File: src/rtl/tmr_pkg.sv
`timescale 1ns/1ps
package tmr_pkg;
  localparam int CTRL_W   = 8;
  localparam int PRE_W    = 4;
  localparam int POST_W   = 4;
  localparam int EN_BIT   = 2;
  localparam int POST_LSB = 3;

  typedef struct packed {
    logic cntTick;   // one prescaled count tick this cycle
    logic clrScale;  // restart prescaler and postscaler
  } tmrStrobe_t;

  function automatic logic [PRE_W-1:0] preLimit(input logic [1:0] code);
    case (code)
      2'b00:   preLimit = PRE_W'(0);
      2'b01:   preLimit = PRE_W'(3);
      default: preLimit = PRE_W'(15);
    endcase
  endfunction
endpackage

File: src/rtl/tmr_ctrl.sv
`timescale 1ns/1ps
module tmr_ctrl
  import tmr_pkg::*;
(
  input  logic              clk,
  input  logic              rstN,
  input  logic              tickEn,
  input  logic              wrCtrl,
  input  logic              wrTimer,
  input  logic [CTRL_W-1:0] wrData,
  output logic [CTRL_W-1:0] ctrlReg,
  output logic [POST_W-1:0] postCode,
  output tmrStrobe_t        stb
);
  localparam logic [CTRL_W-1:0] CTRL_MASK = {1'b0, {(CTRL_W-1){1'b1}}};

  logic [PRE_W-1:0] preCnt;
  logic [PRE_W-1:0] limit;
  logic             runOn;
  logic             preWrap;

  assign runOn    = ctrlReg[EN_BIT];
  assign limit    = preLimit(ctrlReg[1:0]);
  assign preWrap  = (preCnt >= limit);
  assign postCode = ctrlReg[POST_LSB +: POST_W];

  always_comb begin
    stb.clrScale = wrCtrl | wrTimer;
    stb.cntTick  = runOn & tickEn & preWrap & ~stb.clrScale;
  end

  always_ff @(posedge clk or negedge rstN) begin
    if (!rstN) begin
      ctrlReg <= '0;
    end else if (wrCtrl) begin
      ctrlReg <= wrData & CTRL_MASK;
    end
  end

  always_ff @(posedge clk or negedge rstN) begin
    if (!rstN) begin
      preCnt <= '0;
    end else if (stb.clrScale) begin
      preCnt <= '0;
    end else if (runOn && tickEn) begin
      preCnt <= preWrap ? '0 : preCnt + 1'b1;
    end
  end
endmodule

File: src/rtl/tmr_datapath.sv
`timescale 1ns/1ps
module tmr_datapath
  import tmr_pkg::*;
#(
  parameter int TW = 8
)(
  input  logic              clk,
  input  logic              rstN,
  input  logic              wrTimer,
  input  logic              wrPeriod,
  input  logic [TW-1:0]     wrData,
  input  logic              irqClr,
  input  tmrStrobe_t        stb,
  input  logic [POST_W-1:0] postCode,
  output logic [TW-1:0]     timerReg,
  output logic [TW-1:0]     periodReg,
  output logic              irqFlag,
  output logic              matchPulse
);
  logic [POST_W-1:0] postCnt;
  logic              isMatch;
  logic              matchEvt;
  logic              postHit;

  assign isMatch  = (timerReg == periodReg);
  assign matchEvt = stb.cntTick & isMatch;
  assign postHit  = matchEvt & (postCnt == postCode);

  always_ff @(posedge clk or negedge rstN) begin
    if (!rstN) begin
      timerReg <= '0;
    end else if (wrTimer) begin
      timerReg <= wrData;
    end else if (stb.cntTick) begin
      timerReg <= isMatch ? '0 : timerReg + 1'b1;
    end
  end

  always_ff @(posedge clk or negedge rstN) begin
    if (!rstN) begin
      periodReg <= '1;
    end else if (wrPeriod) begin
      periodReg <= wrData;
    end
  end

  always_ff @(posedge clk or negedge rstN) begin
    if (!rstN) begin
      postCnt <= '0;
    end else if (stb.clrScale) begin
      postCnt <= '0;
    end else if (matchEvt) begin
      postCnt <= postHit ? '0 : postCnt + 1'b1;
    end
  end

  always_ff @(posedge clk or negedge rstN) begin
    if (!rstN) begin
      irqFlag    <= 1'b0;
      matchPulse <= 1'b0;
    end else begin
      matchPulse <= matchEvt;
      if (postHit) begin
        irqFlag <= 1'b1;
      end else if (irqClr) begin
        irqFlag <= 1'b0;
      end
    end
  end
endmodule

File: src/rtl/period_match_timer.sv
`timescale 1ns/1ps
module period_match_timer
  import tmr_pkg::*;
(
  input  logic         clk,
  input  logic         rstN,
  input  logic         tickEn,
  input  logic         wrTimer,
  input  logic         wrPeriod,
  input  logic         wrCtrl,
  input  logic [7:0]   wrData,
  input  logic         irqClr,
  output logic [7:0]   timerVal,
  output logic [7:0]   periodVal,
  output logic [7:0]   ctrlVal,
  output logic         irqFlag,
  output logic         matchPulse
);
  tmrStrobe_t        stb;
  logic [POST_W-1:0] postCode;

  tmr_ctrl i_ctrl (
    .clk      (clk),
    .rstN     (rstN),
    .tickEn   (tickEn),
    .wrCtrl   (wrCtrl),
    .wrTimer  (wrTimer),
    .wrData   (wrData),
    .ctrlReg  (ctrlVal),
    .postCode (postCode),
    .stb      (stb)
  );

  tmr_datapath #(.TW(8)) i_dp (
    .clk        (clk),
    .rstN       (rstN),
    .wrTimer    (wrTimer),
    .wrPeriod   (wrPeriod),
    .wrData     (wrData),
    .irqClr     (irqClr),
    .stb        (stb),
    .postCode   (postCode),
    .timerReg   (timerVal),
    .periodReg  (periodVal),
    .irqFlag    (irqFlag),
    .matchPulse (matchPulse)
  );
endmodule

File: config.mk
export PLATFORM = sky130hd
export DESIGN_NAME = period_match_timer
export DESIGN_NICKNAME = d
export VERILOG_FILES = /design/src/rtl/tmr_pkg.sv /design/src/rtl/tmr_ctrl.sv /design/src/rtl/tmr_datapath.sv /design/src/rtl/period_match_timer.sv
export SDC_FILE = /design/constraint.sdc
export NUM_CORES = 1
export LEC_CHECK = 0
export CORE_MARGIN = 2
export CORE_UTILIZATION = 35
export CTS_CLUSTER_DIAMETER = 40
export DETAILED_ROUTE_END_ITERATION = 16
export MAX_ROUTING_LAYER = met4
export REMOVE_ABC_BUFFERS = 1
export SYNTH_ARGS = -nofsm -noshare
export SYNTH_HDL_FRONTEND = slang
export SYNTH_HIERARCHICAL = 1
export SYNTH_SLANG_ARGS = --single-unit
export TNS_END_PERCENT = 10
File: constraint.sdc
create_clock -name clk -period 2.4 [get_ports clk]
set_input_delay 0.6 -clock clk [delete_from_list [all_inputs] [get_ports clk]]
set_output_delay 0.6 -clock clk [all_outputs]
set_load 0.02 [all_outputs]
* After elaboration in Yosys (flattened, before gate mapping)
Cells that the tools add are included.
Cells by class: $add $sub $neg 3, order comparisons 1, equality and inequality tests 3, mux-type cells 12, bitwise logic cells 7, reductions and logical operators 6
Operators by type and width (number):
- 2-to-1 mux 4 bit | 6
- 2-to-1 mux 8 bit | 3
- adder 4 x 1 -> 4 bit (second input constant) | 2
- adder 8 x 1 -> 8 bit (second input constant) | 1
- equality test 8 bit | 1
- one-hot mux 4 bit (2 select lines) | 1
- nonzero test 2 bit | 4
- AND 1 bit | 5
- equality test 4 bit | 1
- >= comparator 4 bit | 1
- equality test 2 x 1 -> 1 bit (second input constant) | 1
- zero test 2 bit | 1
- 2-to-1 mux 1 bit | 2
- logical AND 1 bit | 1
- inverter 1 bit | 1
- bitwise OR 1 bit | 1
Storage, ports and cells: bits in registers 33, input port bits 15, output and inout bits 26, word-level logic and storage cells 39

* Logic depth before layout (Yosys ltp)
Gate-level depths: netlist of the first run.
word-level depth 10, gate-level depth with buffers 11, depth with buffers taken out 10

* Hierarchy
Netlist of the first run, hierarchy kept.
By module, submodules not included:
- tmr_datapath | instances 1, cells each 121, area an instance 1239.9 sq um, sequential area each 560.5 sq um
- tmr_ctrl | instances 1, cells each 59, area an instance 658.1 sq um, sequential area each 275.3 sq um

* Worst setup path after synthesis of the first run
No wires, ideal clock.
kind flip-flop to flip-flop, from reg i_ctrl.ctrlReg[1], to reg i_dp.postCnt[3], setup time 95 ps, arrival time 2378 ps, data required time 2305 ps, setup slack -73 ps, stages on the path, launching flop included 9, clock period less this slack 2473 ps, cell sequence dfrtp_1 > or2_2 > ha_1 > nor3b_2 > o21ai_2 > nor2b_1 > inv_1 > or4_4 > o31ai_1
RTL lines:
- start: declaration | line tmr_ctrl.sv:11 | output logic [CTRL_W-1:0] ctrlReg,
- start signal: assignment | line tmr_ctrl.sv:36 | ctrlReg <= wrData & CTRL_MASK;
- end signal: assignment | line tmr_datapath.sv:53 | postCnt <= postHit ? '0 : postCnt + 1'b1;
- end: declaration | line tmr_datapath.sv:20 | logic [POST_W-1:0] postCnt;

==> impl_metrics.py, run 1 <==
metrics = {
    "detailed_routing": {
        "antenna_left": 0,
        "detail_route.wirelength_mm": 4.368,
        "drt-vias-per-instance": 5.149,
        "vias": 1560,
        "drc_errors": 0,
        "drt-pass1-iter-count": 4,
        "post_drt_wl_per_cell_um": 14.42,
        "detail_route.iter0.violations": 84,
    },
    "synth": {
        "yosys_most_used_dff": "sky130_fd_sc_hd__dfrtp_1",
        "yosysSeqAreaShare_pct": 44.03,
        "synth_edf_count": 0,
        "synthDominantAreaCellType": "sky130_fd_sc_hd__dfrtp_1",
        "yosys_register_bits": 33,
        "yosys.cell_types.count": 41,
        "yosysTopAreaCellShare_pct": 32.96,
        "cell_area_after_synthesis_sq_mm": 0.001898,
        "synth_area_per_cell_sq_um": 10.54,
        "async_reset_ff_share_pct": 100.0,
        "synthesis.instances": 180,
        "synth_top_cells_by_area": "sky130_fd_sc_hd__dfrtp_1 33%, sky130_fd_sc_hd__dfstp_2 11%, sky130_fd_sc_hd__mux2_2 8.3%, sky130_fd_sc_hd__xor2_1 5.5%, sky130_fd_sc_hd__ha_1 4.6%",
        "yosys_warnings": 6,
    },
    "sta": {
        "hold_violations": 0,
        "fin_crit_sh_pct": 95.03,
        "setup_viol": 0,
        "setup_repair_after_global_routing_missed_its_margin": "false",
        "fin_tns_setup_ps": 0,
        "upper_clock_frequency_limit_mhz": 438.5,
        "fin_skew_ps": 5.678,
        "fin_crit_ps": 2281,
        "finalWorstSetupSlack_ps": 119.4,
        "slew_viol_final": 0,
    },
    "global_routing": {
        "wire_length_of_the_first_global_routing_pass_mm": 7.231,
        "grt_usage_pct": 15.54,
        "maximum_number_of_pins_on_one_net_before_global_route_repair": 34,
        "global_route.overflow_total": 0,
        "grt_pass1_vias": 1520,
        "antenna_violations_before_repair": 0,
    },
    "flow_run": {
        "total_of_max_cap_violations": 0,
    },
    "die": {
        "boundaryPins": 41,
        "core_sq_mm": 0.005172,
        "die_height_um": 77.64,
        "initial_utilization_pct": 36.70,
        "fp.dieArea_sq_mm": 0.006028,
        "fp-row-count": 26,
        "die_w_um": 77.64,
    },
    "clocking": {
        "clock_path_buffers": 2,
        "cts.clk_slew.worst_paths_ps": 70,
        "cts_tree": "yes",
        "cts.sink_count": 33,
        "clock_latency_ps": 280,
        "htreeDepth": 2,
        "root_buffer": "sky130_fd_sc_hd__clkbuf_8",
        "ctsHoldBuffers": 0,
        "tritoncts.num_buffers": 5,
    },
    "place": {
        "detailedPlacementHpwl_mm": 3.207,
        "detailed_place.area_sq_mm": 0.002429,
        "place_congestion": 0.7946,
        "placement.io_buffers": 39,
        "dp_cells": 295,
        "post-place-ws_ps": -67.68,
    },
    "worst_hold_path": {
        "holdCritPathClass": "reg -> reg",
    },
    "worst_setup_path": {
        "worstSetupStartpointType": "flop",
        "cpMostUsedCell": "sky130_fd_sc_hd__inv_1",
        "critical_path_required_ps": 2590,
        "path_cells": "or2_2 -> inv_1 -> ha_1 -> o211ai_1 -> o21ai_2 -> nor2b_4 -> inv_1 -> or4_4 -> o31ai_2",
        "setup.worst_path.class": "reg -> reg",
        "cp_data_arrival_time_ps": 2470,
        "capturing_element_type_of_the_critical_path": "flop",
        "critical_path_peak_fanout": 4,
        "slowest_stage": "sky130_fd_sc_hd__or4_4",
        "reg2reg_slack_ps": 120,
        "timing.critical_path.slowest_cell_delay_ps": 530,
    },
    "status": {
        "result_of_the_run": "finished, final reports clean",
    },
    "final_layout": {
        "flow.area_growth_from_synthesis_pct": 34.34,
        "finish.net_count": 254,
        "mostFrequentLayoutCell": "sky130_fd_sc_hd__clkdlybuf4s50_1",
        "insertedDiodeCount": 0,
        "most_used_cells_in_the_layout_excluding_fill_and_tap_cells": "39 x sky130_fd_sc_hd__clkdlybuf4s50_1, 25 x sky130_fd_sc_hd__dfrtp_1, 15 x sky130_fd_sc_hd__a21oi_1",
        "final.fill_count": 486,
        "drive_above_1_share_pct": 24.89,
        "layout.core_utilization_pct": 49.30,
        "design_area_sq_mm": 0.002550,
        "fin_cells": 303,
    },
    "power": {
        "power.leakage_nw": 1.086,
        "power.ir.vdd_worst_uv": 246.8,
        "power.density_mw_per_mm2": 577.0,
    },
}
-- worst max-delay path: cells and delay by family, from the launching register on --
kind            cells  cell delay [ps]
simple gates        3             1020
compound gates      3              470
flops               1              410
fa+ha+maj           1              170
buf+inv             2              140
-- power breakdown --
| group | leakage (nW) | total, mW | internal [mW] | switching [mW] |
|---|---|---|---|---|
| logic | 0.636 | 0.349 | 0.171 | 0.178 |
| clock network | 0.0542 | 0.465 | 0.259 | 0.205 |
| registers | 0.396 | 0.658 | 0.606 | 0.0519 |
| total | 1.09 | 1.47 | 1.04 | 0.435 |
-- per-layer routing --
metal | share of wire (%) | vias up | global-route usage (%) | routed length (um)
met4 | 0.82 | 0 | 3.750 | 36
met1 | 47 | 765 | 20.65 | 2035
met2 | 48 | 44 | 24.31 | 2077
li1 | - | 747 | - | -
met3 | 5.0 | 4 | 3.372 | 218
met5 | 0 | - | - | 0
-- per-stage QoR --
step                hold WS (ps)  power (mW)
detailed placement         501.7       1.018
finish                     517.5       1.471
CTS                        518.4       1.490
floorplan                  304.4      0.8399
global placement           486.9       1.016
global route               536.7       1.542
-- area by class of cell --
cell class / count / area [sq um] / share of cell area (%)
Clock buffer: 7 / 96.34 / 3.778
Clock inverter: 1 / 5.005 / 0.1963
Inverter: 10 / 37.54 / 1.472
Multi-Input combinational cell: 128 / 980.9 / 38.47
Sequential cell: 33 / 835.8 / 32.78
Tap cell: 70 / 87.58 / 3.435
Timing Repair Buffer: 54 / 506.7 / 19.87
-- cell usage after synthesis, types with 3 or more instances --
cell                       count
sky130_fd_sc_hd__a21oi_1      16
sky130_fd_sc_hd__a31oi_1       5
sky130_fd_sc_hd__buf_4         5
sky130_fd_sc_hd__clkbuf_1      3
sky130_fd_sc_hd__dfrtp_1      25
sky130_fd_sc_hd__dfstp_2       8
sky130_fd_sc_hd__ha_1          7
sky130_fd_sc_hd__inv_1         9
sky130_fd_sc_hd__mux2_2       14
sky130_fd_sc_hd__nand2_1       9
sky130_fd_sc_hd__nand2b_1      3
sky130_fd_sc_hd__nand3_1       6
sky130_fd_sc_hd__nor2b_1       7
sky130_fd_sc_hd__nor3_1        4
sky130_fd_sc_hd__nor4_1        4
sky130_fd_sc_hd__o21ai_0      11
sky130_fd_sc_hd__o21ai_1       3
sky130_fd_sc_hd__xor2_1       12
-- state kept, by name, summed over array words and instances (netlist names) --
name             cells
i_dp/matchPulse      1
i_dp/periodReg       8
i_dp/postCnt         4
i_dp/timerReg        8
i_dp/irqFlag         1
i_ctrl/ctrlReg       7
i_ctrl/preCnt        4
-- cells by family after synthesis --
family | synth area share, %
fa+ha+maj | 4.614
mux | 8.833
compound gates | 14.77
other cells | 0.1976
simple gates | 16.88
flops | 44.03
xor+xnor | 5.537
buf+inv | 5.142
-- final timing paths --
check	from	to	cells after the start
max in group asynchronous	rstN	i_dp/periodReg[6]	2
min in group asynchronous	rstN	i_ctrl/preCnt[3]	2
setup reg to reg	i_ctrl/ctrlReg[1]	i_dp/postCnt[3]	9
setup / recovery	i_ctrl/ctrlReg[1]	i_dp/postCnt[3]	9
hold / removal	i_dp/irqFlag	i_dp/irqFlag	1
hold reg to reg	i_dp/irqFlag	i_dp/irqFlag	1
-- what timing repair did --
item,CTS,global route
setup buffers,0,0
resized for setup,0,5
endpoints found under the setup margin,0,8
No activity file was read; power rests on OpenSTA's default activity.
==> run 2, diff against run 1 <==
--- a/config.mk
+++ b/config.mk
@@ -5,11 +5,13 @@
 export SDC_FILE = /design/constraint.sdc
 export NUM_CORES = 1
 export LEC_CHECK = 0
+export CORE_ASPECT_RATIO = 1.2
 export CORE_MARGIN = 2
-export CORE_UTILIZATION = 35
+export CORE_UTILIZATION = 46
 export CTS_CLUSTER_DIAMETER = 40
 export DETAILED_ROUTE_END_ITERATION = 16
 export MAX_ROUTING_LAYER = met4
+export PLACE_DENSITY = 0.76
 export REMOVE_ABC_BUFFERS = 1
 export SYNTH_ARGS = -nofsm -noshare
 export SYNTH_HDL_FRONTEND = slang
==> run 2 against run 1 <==
Against the previous run: fmax grew 1.4%; sequential cell count is the same; routed wire length shrank 3.3%; clock skew shrank 1.9 ps; critical path depth is the same; clock power shrank 9.7%; via count shrank 1.6%; cell count shrank 4.6%; combinational power grew 1%; critical path type unchanged; largest cell class unchanged; largest power group unchanged; highest routed layer unchanged.
==> impl_metrics.py, run 2 (synthesis results as in run 1) <==
metrics = {
    "clocking": {
        "ctsHoldBuffers": 0,
        "htreeDepth": 2,
        "clock_path_buffers": 2,
        "cts.clk_slew.worst_paths_ps": 60,
        "tritoncts.num_buffers": 5,
        "cts_tree": "yes",
        "cts.sink_count": 33,
        "clock_latency_ps": 280,
        "root_buffer": "sky130_fd_sc_hd__clkbuf_8",
    },
    "worst_setup_path": {
        "capturing_element_type_of_the_critical_path": "flop",
        "slowest_stage": "sky130_fd_sc_hd__or4_4",
        "setup.worst_path.class": "reg -> reg",
        "critical_path.reg2reg.startpoint": "i_ctrl/ctrlReg[1]",
        "cpLargestDelayFamily": "simple AND/OR/NAND/NOR gates",
        "timing.critical_path.slowest_cell_delay_ps": 530,
        "cp_data_arrival_time_ps": 2440,
        "path_cells": "or2_2 -> inv_1 -> ha_1 -> o211ai_1 -> o21ai_2 -> nor2b_4 -> inv_1 -> or4_4 -> o31ai_2",
        "worstSetupStartpointType": "flop",
        "cpMostUsedCell": "sky130_fd_sc_hd__inv_1",
        "worst_setup_path_startpoint": "i_ctrl/ctrlReg[1]",
        "critical_path_required_ps": 2600,
        "critical_path_peak_fanout": 4,
        "timing.critical_path.buf_inv": 2,
    },
    "die": {
        "initial_utilization_pct": 48.16,
        "fp.dieArea_sq_mm": 0.004658,
        "die_w_um": 62.64,
        "die_height_um": 74.37,
        "boundaryPins": 41,
        "fp-row-count": 25,
        "core_sq_mm": 0.003941,
    },
    "global_routing": {
        "antenna_violations_before_repair": 0,
        "wire_length_of_the_first_global_routing_pass_mm": 6.962,
        "maximum_number_of_pins_on_one_net_before_global_route_repair": 34,
        "grt_pass1_vias": 1522,
        "global_route.overflow_total": 0,
        "grt_usage_pct": 19.99,
    },
    "final_layout": {
        "most_used_cells_in_the_layout_excluding_fill_and_tap_cells": "39 x sky130_fd_sc_hd__clkdlybuf4s50_1, 25 x sky130_fd_sc_hd__dfrtp_1, 18 x sky130_fd_sc_hd__buf_4",
        "layout.core_utilization_pct": 64.29,
        "mostFrequentLayoutCell": "sky130_fd_sc_hd__clkdlybuf4s50_1",
        "final.fill_count": 342,
        "largestRegisters": "i_dp/periodReg (8), i_dp/timerReg (8), i_ctrl/ctrlReg (7)",
        "final-seq-area_sq_um": 835.8,
        "flow.area_growth_from_synthesis_pct": 33.49,
        "insertedDiodeCount": 0,
        "drive_above_1_share_pct": 25.11,
        "multi_input_comb_area_sq_um": 980.9,
        "finish.net_count": 257,
    },
    "sta": {
        "fin_crit_sh_pct": 93.71,
        "setup_repair_after_global_routing_missed_its_margin": "false",
        "hold_violations": 0,
        "slew_viol_final": 0,
        "upper_clock_frequency_limit_mhz": 444.6,
        "fin_skew_ps": 3.826,
        "setup_viol": 0,
        "fin_crit_ps": 2249,
    },
    "power": {
        "power.density_mw_per_mm2": 564.9,
        "power_mw": 1.431,
        "power.ir.vdd_worst_uv": 438.1,
        "power.leakage_nw": 1.089,
    },
    "detailed_routing": {
        "vias": 1535,
        "drc_errors": 0,
        "antenna_left": 0,
        "detail_route.iter0.violations": 49,
        "post_drt_wl_per_cell_um": 14.61,
        "detail_route.wirelength_mm": 4.222,
        "drt-vias-per-instance": 5.311,
        "drt-pass1-iter-count": 4,
    },
    "place": {
        "detailedPlacementHpwl_mm": 3.084,
        "placement.io_buffers": 39,
        "place_congestion": 0.8732,
    },
    "status": {
        "result_of_the_run": "finished, final reports clean",
    },
    "flow_run": {
        "total_of_max_cap_violations": 0,
    },
    "worst_hold_path": {
        "holdCritPathClass": "reg -> reg",
        "hp-start": "i_dp/irqFlag",
    },
}
[run 2: final cells by class]
cell class | count | area share, %
multi-input combinational | 128 | 38.72
sequential | 33 | 32.99
timing repair buffer | 57 | 20.74
clock buffer | 7 | 3.407
tap | 54 | 2.667
inverter | 10 | 1.481
[run 2: final timing paths]
check                                         end  slack (ps)  depth (start not counted)
worst max-delay path              i_dp/postCnt[3]         150                          9
worst min-delay path                 i_dp/irqFlag         520                          1
worst max register to register    i_dp/postCnt[3]         150                          9
worst min register to register       i_dp/irqFlag         520                          1
max in group asynchronous       i_dp/periodReg[6]        1350                          2
min in group asynchronous       i_ctrl/ctrlReg[1]         720                          2
[run 2: report_power, final]
part           internal, mW  leakage, nW  switching [mW]
clock network         0.227       0.0443           0.193
logic                 0.174        0.649           0.179
registers             0.606        0.396          0.0521
[run 2: metal layers]
metal / part of all wire, % / track usage, % / vias to the layer above
met5: 0 / - / -
met4: 1.3 / 6.667 / 0
met3: 3.8 / 4.539 / 5
met2: 52 / 33.69 / 26
met1: 43 / 24.00 / 754
li1: - / - / 750
[run 2: repair_timing]
| action | in CTS | in global routing |
|---|---|---|
| buffers inserted | 0 | 2 |
| setup endpoints to repair | 0 | 9 |
| endpoints found under the hold margin | 0 | 0 |
| resized for setup | 0 | 4 |
[run 2: stage by stage]
step / setup WS, ps / cell area (sq um) / hold WS, ps / TNS [ps] / instances
after floorplan: -169.2 / 1838 / 304.4 / -438.6 / 171
after global placement: -27.21 / 2416 / 495.1 / -27.21 / 280
after detailed placement: -64.02 / 2416 / 496.9 / -89.00 / 280
after CTS: 49.27 / 2502 / 511.6 / 0 / 287
after global routing: 6.930 / 2534 / 541.3 / 0 / 289
final: 150.9 / 2534 / 521.3 / 0 / 289
[run 2: worst register-to-register path, cell delays in order (launching register included)]
cell and delay (ps):
sky130_fd_sc_hd__dfrtp_1 390, sky130_fd_sc_hd__or2_2 310, sky130_fd_sc_hd__inv_1 60, sky130_fd_sc_hd__ha_1 160
sky130_fd_sc_hd__o211ai_1 100, sky130_fd_sc_hd__o21ai_2 180, sky130_fd_sc_hd__nor2b_4 170, sky130_fd_sc_hd__inv_1 70
sky130_fd_sc_hd__or4_4 530, sky130_fd_sc_hd__o31ai_2 180
